===== src/rtl/prio_irq_ctrl.sv =====
module prio_irq_ctrl #(
  parameter int unsigned LINES = 8,
  localparam int unsigned VW = (LINES > 1) ? $clog2(LINES) : 1
) (
  input  logic             clk,
  input  logic             rst_n,
  input  logic [LINES-1:0] irq_i,
  input  logic             nest_mode_i,
  input  logic             ack_i,
  input  logic             eoi_i,
  output logic             cpu_req_o,
  output logic [VW-1:0]    vector_o,
  output logic [LINES-1:0] in_service_o
);

  function automatic logic [VW-1:0] first_set(input logic [LINES-1:0] v);
    logic [VW-1:0] r;
    r = '0;
    for (int i = LINES - 1; i >= 0; i--)
      if (v[i]) r = VW'(i);
    return r;
  endfunction

  logic [LINES-1:0] irq_q, pend_q, isr_q;
  logic [LINES-1:0] allow;

  wire [LINES-1:0] rise = irq_i & ~irq_q;
  wire             busy = |isr_q;
  wire [VW-1:0]    top  = first_set(isr_q);

  always_comb begin
    if (!busy)            allow = '1;
    else if (nest_mode_i) allow = (LINES'(1) << top) - LINES'(1);
    else                  allow = '0;
  end

  wire [LINES-1:0] cand = pend_q & allow;

  assign cpu_req_o    = |cand;
  assign vector_o     = cpu_req_o ? first_set(cand) : '0;
  assign in_service_o = isr_q;

  wire             take     = ack_i & cpu_req_o;
  wire [LINES-1:0] take_bit = take ? (LINES'(1) << vector_o) : '0;
  wire [LINES-1:0] done_bit = (eoi_i & busy) ? (LINES'(1) << top) : '0;

  always_ff @(posedge clk or negedge rst_n) begin
    if (!rst_n) begin
      irq_q  <= '0;
      pend_q <= '0;
      isr_q  <= '0;
    end else begin
      irq_q  <= irq_i;
      pend_q <= (pend_q & ~take_bit) | rise;
      isr_q  <= (isr_q & ~done_bit) | take_bit;
    end
  end

  p_seq_hold_r6: assert property (@(posedge clk) disable iff (!rst_n)
    (!nest_mode_i && |in_service_o) |-> !cpu_req_o);

  p_ack_sets_r4: assert property (@(posedge clk) disable iff (!rst_n)
    (ack_i && cpu_req_o) |=> in_service_o[$past(vector_o)]);

  p_ack_idle_r5: assert property (@(posedge clk) disable iff (!rst_n)
    (ack_i && !cpu_req_o && !eoi_i) |=> in_service_o == $past(in_service_o));

  p_nest_rank_r9: assert property (@(posedge clk) disable iff (!rst_n)
    (cpu_req_o && |in_service_o) |-> (vector_o < first_set(in_service_o)));

  p_eoi_pop_r10: assert property (@(posedge clk) disable iff (!rst_n)
    (eoi_i && !ack_i && |in_service_o) |=>
      ($countones(in_service_o) + 1 == $countones($past(in_service_o))));

endmodule


===== config.mk =====
export PLATFORM = sky130hd
export DESIGN_NAME = prio_irq_ctrl
export DESIGN_NICKNAME = d
export VERILOG_FILES = /design/src/rtl/prio_irq_ctrl.sv
export SDC_FILE = /design/constraint.sdc
export NUM_CORES = 1
export LEC_CHECK = 0
export BUFFER_PORTS_ARGS = -buffer_cell sky130_fd_sc_hd__buf_4
export CAP_MARGIN = 20
export CORE_MARGIN = 3
export CORE_UTILIZATION = 53
export DETAILED_ROUTE_END_ITERATION = 12
export PLACE_DENSITY_LB_ADDON = 0.2
export SETUP_SLACK_MARGIN = 0.3
export SYNTH_ARGS = -nofsm -noshare
export SYNTH_HDL_FRONTEND = slang
export SYNTH_SLANG_ARGS = --single-unit

===== constraint.sdc =====
create_clock -name clk -period 6 [get_ports clk]
set_input_delay 1.2 -clock clk [delete_from_list [all_inputs] [get_ports clk]]
set_output_delay 1.2 -clock clk [all_outputs]
set_load 0.01 [all_outputs]

# Word-level counts from Yosys, hierarchy flattened

Index checks and enable logic that the tools add are counted.

Register bits: 24
RAM bits: 0
Memories kept: 0
Bits in latches: 0
Memory bits (read-only): 0
Output and inout bits: 12
Word-level logic and storage cells: 40

Multipliers: 0
Reduce and logical (&&, ||, !) cells: 2
Add/subtract/negate cells: 1
Magnitude comparators: 0
Bitwise gates (word level): 11
Equality and inequality tests: 0
Divide/modulo/power cells: 0
Mux-type cells: 21
Shift operators: 2

Operators with widths:

| operator                                          | number |
|---|---|
| two-way mux 3 bit                                 | 17 |
| bitwise AND 8 bit                                 | 4 |
| two-way mux 8 bit                                 | 4 |
| inverter 8 bit                                    | 3 |
| OR 8 bit                                          | 2 |
| OR reduction 8 bit                                | 2 |
| left shift 1 x 3 -> 8 bit (first input constant)  | 2 |
| subtractor 8 x 2 -> 8 bit (second input constant) | 1 |
| bitwise AND 1 bit                                 | 2 |

# Longest topological paths before layout

Word-level depth: 27
Mapped depth: 14
Gate-level depth less buffers: 12

# Worst setup path after synthesis

No wires, ideal clock.

Kind: register to output
From: register isr_q[7], in the netlist in_service_o[7]
To: output vector_o[2]
Stages on the path, launching flop included: 9
Required time: 4800 ps
Arrival time: 2480 ps
Slack: 2320 ps
Cell sequence: dfrtp_1 > nor4_2 > nor2_1 > or3_1 > ha_1 > nor4b_1 > o2111ai_1 > o211a_1 > a211oi_1

Word-level cells in the longest chain between the ends: 22
Elaborated cells on any way between the ends: 24

Ends and longest elaborated chain:

| item                           | line | text |
|---|---|---|
| start, declared                | 24   | `logic [LINES-1:0] irq_q, pend_q, isr_q;` |
| start signal, assigned         | 55   | `isr_q <= (isr_q & ~done_bit) \| take_bit;` |
| two-way mux 3 bit (8 in a row) | 20   | `if (v[i]) r = VW'(i);` |
| left shift 1 x 3 -> 8 bit      | 33   | `else if (nest_mode_i) allow = (LINES'(1) << top) - LINES'(1);` |
| subtractor 8 x 2 -> 8 bit      | 33   |  |
| two-way mux 8 bit              | 33   |  |
| two-way mux 8 bit (*)          | 32   | `if (!busy) allow = '1;` |
| bitwise AND 8 bit (*)          | 37   | `wire [LINES-1:0] cand = pend_q & allow;` |
| two-way mux 3 bit (8 in a row) | 20   |  |
| two-way mux 3 bit (*)          | 40   | `assign vector_o = cpu_req_o ? first_set(cand) : '0;` |
| end, declared                  | 12   | `output logic [VW-1:0] vector_o,` |

Every way passes the cells marked *; elsewhere a longest branch is shown, timed or not.

# Worst setup path after layout

From: register isr_q[4], in the netlist in_service_o[4]
To: output vector_o[0]

Word-level cells in the longest chain between the ends: 19
Elaborated cells on any way between the ends: 21

Ends and longest elaborated chain:

| item                           | line |
|---|---|
| two-way mux 3 bit (5 in a row) | 20 |
| left shift 1 x 3 -> 8 bit      | 33 |
| subtractor 8 x 2 -> 8 bit      | 33 |
| two-way mux 8 bit              | 33 |
| two-way mux 8 bit (*)          | 32 |
| bitwise AND 8 bit (*)          | 37 |
| two-way mux 3 bit (8 in a row) | 20 |
| two-way mux 3 bit (*)          | 40 |

Marked as above.

==> results_tabular.tex <==
\begin{tabular}{lr}
\hline
Metric & Value \\
\hline
\multicolumn{2}{l}{\textbf{Run status}} \\
\quad Result of the run & finished, final reports clean \\
\multicolumn{2}{l}{\textbf{STA}} \\
\quad Slew headroom & 60.6\% \\
\quad Number of failing setup endpoints in the final timing report & 0 \\
\quad Final Hold Viols & 0 \\
\quad Period utilization & approximately three quarters \\
\quad Final worst path period need & approximately 4500 ps \\
\quad Max Fclk & 0.220 GHz \\
\quad Maximum clock skew at final layout & 4.36 ps \\
\quad Max Slew Vio Count & 0 \\
\quad Setup repair after global routing missed its margin & false \\
\quad Worst-margin pin slew & 587 ps \\
\quad Setup TNS & 0 ps \\
\multicolumn{2}{l}{\textbf{Drt}} \\
\quad Remaining routing DRC violations & 0 \\
\quad First-iteration detailed-routing DRC count & 77 \\
\quad Average routed wire per standard cell & approximately 17 µm \\
\quad DRT antenna net count & 0 \\
\quad Routed Wire Length & 3330 µm \\
\quad Overall via count from detail\_route & 1312 \\
\quad Total iterations of the first detailed-routing run & 4 \\
\quad Via count normalized by instance count & 6.53 \\
\multicolumn{2}{l}{\textbf{Global routing}} \\
\quad Largest net degree at the start of global routing & 25 \\
\quad Vias in the first global route & roughly 1.2k \\
\quad Global-route usage over all layers & 22.0\% \\
\quad Wire length of the first global-routing pass & 5680 µm \\
\quad Initial antenna violation count & 0 \\
\quad Total congestion overflow & 0 \\
\multicolumn{2}{l}{\textbf{Die}} \\
\quad Placeable core region & 2340 µm² \\
\quad Count of pins on the block boundary & 25 \\
\quad Horizontal die dimension & 56.9 µm \\
\quad Vert. Die Dim & 56.9 µm \\
\quad Rows & 17 \\
\quad Initial cell density of the core & 58.7\% \\
\quad Die Area & 3240 µm² \\
\multicolumn{2}{l}{\textbf{Synthesis}} \\
\quad EDFF count, synth & 0 \\
\quad Share of synthesized area occupied by flip-flops and latches & a little over two fifths \\
\quad Per-instance average area after synthesis & 9.15 µm² \\
\quad Number of distinct library cell variants in the gate-level netlist after synthesis & 45 \\
\quad Post-Synthesis Cells & 150 \\
\quad Synthesis Warnings & 0 \\
\quad Total standard cell area after synthesis & 1370 µm² \\
\quad Total nets after synthesis & 164 \\
\quad Synth Flop Type & sky130\_fd\_sc\_hd\_\_dfrtp\_1 \\
\quad Share of flip-flops with an asynchronous set or reset & 100\% \\
\quad Register bit count reported by yosys & 24 \\
\multicolumn{2}{l}{\textbf{Worst setup path}} \\
\quad Sort of element at the start of the critical path & flip-flop \\
\quad Most used cell, CP & sky130\_fd\_sc\_hd\_\_nand2\_1 \\
\quad Slowest cell delay on critical path & 620 ps \\
\quad Register-to-register setup slack & 2610 ps \\
\quad Arrival @ worst endpoint & 3340 ps \\
\quad Number of buffer and inverter instances along the worst setup path & 2 \\
\quad Critical Path Slowest Stage Cell & sky130\_fd\_sc\_hd\_\_nor4\_2 \\
\quad Type of element capturing the critical path & output port \\
\quad Crit-path cells & nor4\_2, nor2\_1, or3\_1, ha\_1, nand2\_1, a21oi\_1, o221ai\_1, a32o\_1, nand2\_1, inv\_1, buf\_4 \\
\quad Peak fanout along the critical path & 12 \\
\quad Data required time at the worst endpoint & 4800 ps \\
\quad Worst Setup Path Type & flip-flop to output port \\
\quad Top Family by Delay on Critical Path & simple AND/OR/NAND/NOR gates \\
\multicolumn{2}{l}{\textbf{Placed design}} \\
\quad \# port buffers & 24 \\
\quad Half-perimeter wire length of the detailed placement result & 2490 µm \\
\quad Placement-stage cell area & 1550 µm² \\
\quad Final weighted congestion of routability-driven global placement & between 0.9 and 1 \\
\multicolumn{2}{l}{\textbf{Power and ir drop}} \\
\quad Peak VDD IR & 326 µV \\
\quad Leak Pwr & around 0.76 nW \\
\quad Total power divided by cell area & between 600 and 700 nW/µm² \\
\multicolumn{2}{l}{\textbf{Finish}} \\
\quad Final instance area & $\sim$1600 µm² \\
\quad Layout cells sized above 1 & between 10\% and 20\% \\
\quad Layout net count & 188 \\
\quad Growth of design area from synthesis to finish & 15.7\% \\
\quad Antenna diode count & 0 \\
\quad Fillers & roughly 190 \\
\multicolumn{2}{l}{\textbf{Hold path}} \\
\quad Min-delay worst type & flip-flop to flip-flop \\
\multicolumn{2}{l}{\textbf{Clocking}} \\
\quad Buffer count from post-CTS setup fixing & 0 \\
\quad Clock transition at the registers of the reported paths & 130 ps \\
\quad Maximum level of the CTS H-tree & 1 \\
\quad Quantity of gates resized following cts & 0 \\
\quad Number of clock buffers inserted by TritonCTS & 3 \\
\quad Clk Tree Root Cell & sky130\_fd\_sc\_hd\_\_clkbuf\_4 \\
\quad CTS hold repair buffers & 0 \\
\quad Clock Latency Late Sink & between 300 and 400 ps \\
\quad Sinks on the clock net & 24 \\
\quad Clk buf depth & 2 \\
\quad Clock tree from TritonCTS & yes \\
\multicolumn{2}{l}{\textbf{Flow run}} \\
\quad \# Max-Cap Violations & 0 \\
\hline
\end{tabular}
[cell type report]
cell class,instances,area [µm²],share of cell area (%)
Tap cell,28,35.0,2.21
Multi-Input combinational cell,103,668,42.1
Inverter,18,67.6,4.26
Timing Repair Buffer,24,180,11.3
Sequential cell,24,601,37.8
Clock buffer,4,36.3,2.29
[through the flow]
stage | utilization (%) | cells | total power, mW | setup WS (ps) | hold slack, ps
after CTS | 67.9 | 201 | 0.978 | 1520 | 442
after detailed placement | 66.3 | 197 | 0.892 | 1890 | 425
final | 67.9 | 201 | 0.992 | 1460 | 436
after global placement | 66.3 | 197 | 0.875 | 2050 | 414
after floorplan | - | 150 | 0.711 | 2320 | 409
after global routing | 67.9 | 201 | 1.07 | 1150 | 455
[metal layers]
| layer | global-route usage (%) | wire length (µm) | vias up |
|---|---|---|---|
| met5 | 0 | 0 | - |
| met4 | 7.62 | 76 | 0 |
| met3 | 3.91 | 298 | 12 |
| met2 | 33.1 | 1530 | 82 |
| met1 | 31.5 | 1420 | 621 |
| li1 | - | - | 597 |
[report_power, final]
group / internal [mW] / switching [mW] / leakage [nW] / total, mW
combinational: 0.272 / 0.355 / 0.468 / 0.627
clock: 0.0372 / 0.0483 / 0.0210 / 0.0855
sequential: 0.201 / 0.0783 / 0.273 / 0.279
[cells by family (layout without fill, tap and decap cells)]
kind of cell / count (synthesis) / in the layout / share of synthesized area [%]
flops: 24 / 24 / 43.8
buf+inv: 23 / 46 / 7.57
fa+ha+maj: 1 / 1 / 0.911
xor+xnor: 1 / 1 / 0.638
simple gates: 51 / 51 / 21.1
compound gates: 50 / 50 / 26.0
[cell usage after synthesis (all sizes together), types with 2 or more instances]
| cell type | count | area share, % |
|---|---|---|
| buf | 4 | 2.4 |
| a31oi | 3 | 1.4 |
| a21o | 2 | 1.1 |
| a21oi | 6 | 2.2 |
| a22o | 2 | 1.3 |
| o2111ai | 2 | 1.3 |
| nor2b | 2 | 0.91 |
| nand2 | 9 | 2.5 |
| a221o | 2 | 1.5 |
| nor3b | 2 | 1.1 |
| nor2 | 13 | 3.7 |
| nand3 | 5 | 1.8 |
| o22ai | 6 | 2.7 |
| inv | 18 | 4.9 |
| o21ai | 11 | 4.0 |
| dfrtp | 24 | 44 |
| a211oi | 2 | 1.1 |
| or3 | 6 | 3.1 |
| o211a | 2 | 1.5 |
| nor3 | 4 | 1.5 |
| o311ai | 2 | 1.8 |
| nor4 | 3 | 2.9 |
| a21boi | 2 | 1.1 |
| nand3b | 3 | 1.6 |
[sequential cells by signal (all words and copies together), names as in the netlist]
signal / count
in_service_o: 8
irq_q: 8
pend_q: 8
[cell usage in the layout (no fill, tap or decap), types with 3 or more instances in the layout]
cell type and instances:
sky130_fd_sc_hd__o21ai_0 11, sky130_fd_sc_hd__or3_1 5, sky130_fd_sc_hd__a31oi_1 3, sky130_fd_sc_hd__inv_1 18, sky130_fd_sc_hd__buf_4 24, sky130_fd_sc_hd__dfrtp_1 24
sky130_fd_sc_hd__nor2_1 12, sky130_fd_sc_hd__o22ai_1 6, sky130_fd_sc_hd__nand3b_1 3, sky130_fd_sc_hd__nor3_1 4, sky130_fd_sc_hd__nand2_1 9, sky130_fd_sc_hd__nand3_1 5
sky130_fd_sc_hd__a21oi_1 6, sky130_fd_sc_hd__clkbuf_4 3
[worst register-to-register path, stage by stage, from the launching register on]
cell and delay [ps]:
sky130_fd_sc_hd__dfrtp_1 530, sky130_fd_sc_hd__nor4_2 620, sky130_fd_sc_hd__nor2_1 90, sky130_fd_sc_hd__or3_1 330
sky130_fd_sc_hd__ha_1 300, sky130_fd_sc_hd__nor4b_1 320, sky130_fd_sc_hd__o2111ai_1 180, sky130_fd_sc_hd__o211a_1 200
sky130_fd_sc_hd__or3_4 420, sky130_fd_sc_hd__a221o_1 300
[path summary, 6_finish.rpt]
check                           cells after the start              end       startpoint
worst min register to register                      1        pend_q[2]         irq_q[2]
max in group asynchronous                           1         irq_q[3]            rst_n
worst max register to register                      9        pend_q[5]  in_service_o[4]
min in group asynchronous                           1  in_service_o[5]            rst_n
worst min-delay path                                1        pend_q[2]         irq_q[2]
worst max-delay path                               11      vector_o[0]  in_service_o[4]
No activity file was read; power rests on OpenSTA's default activity.
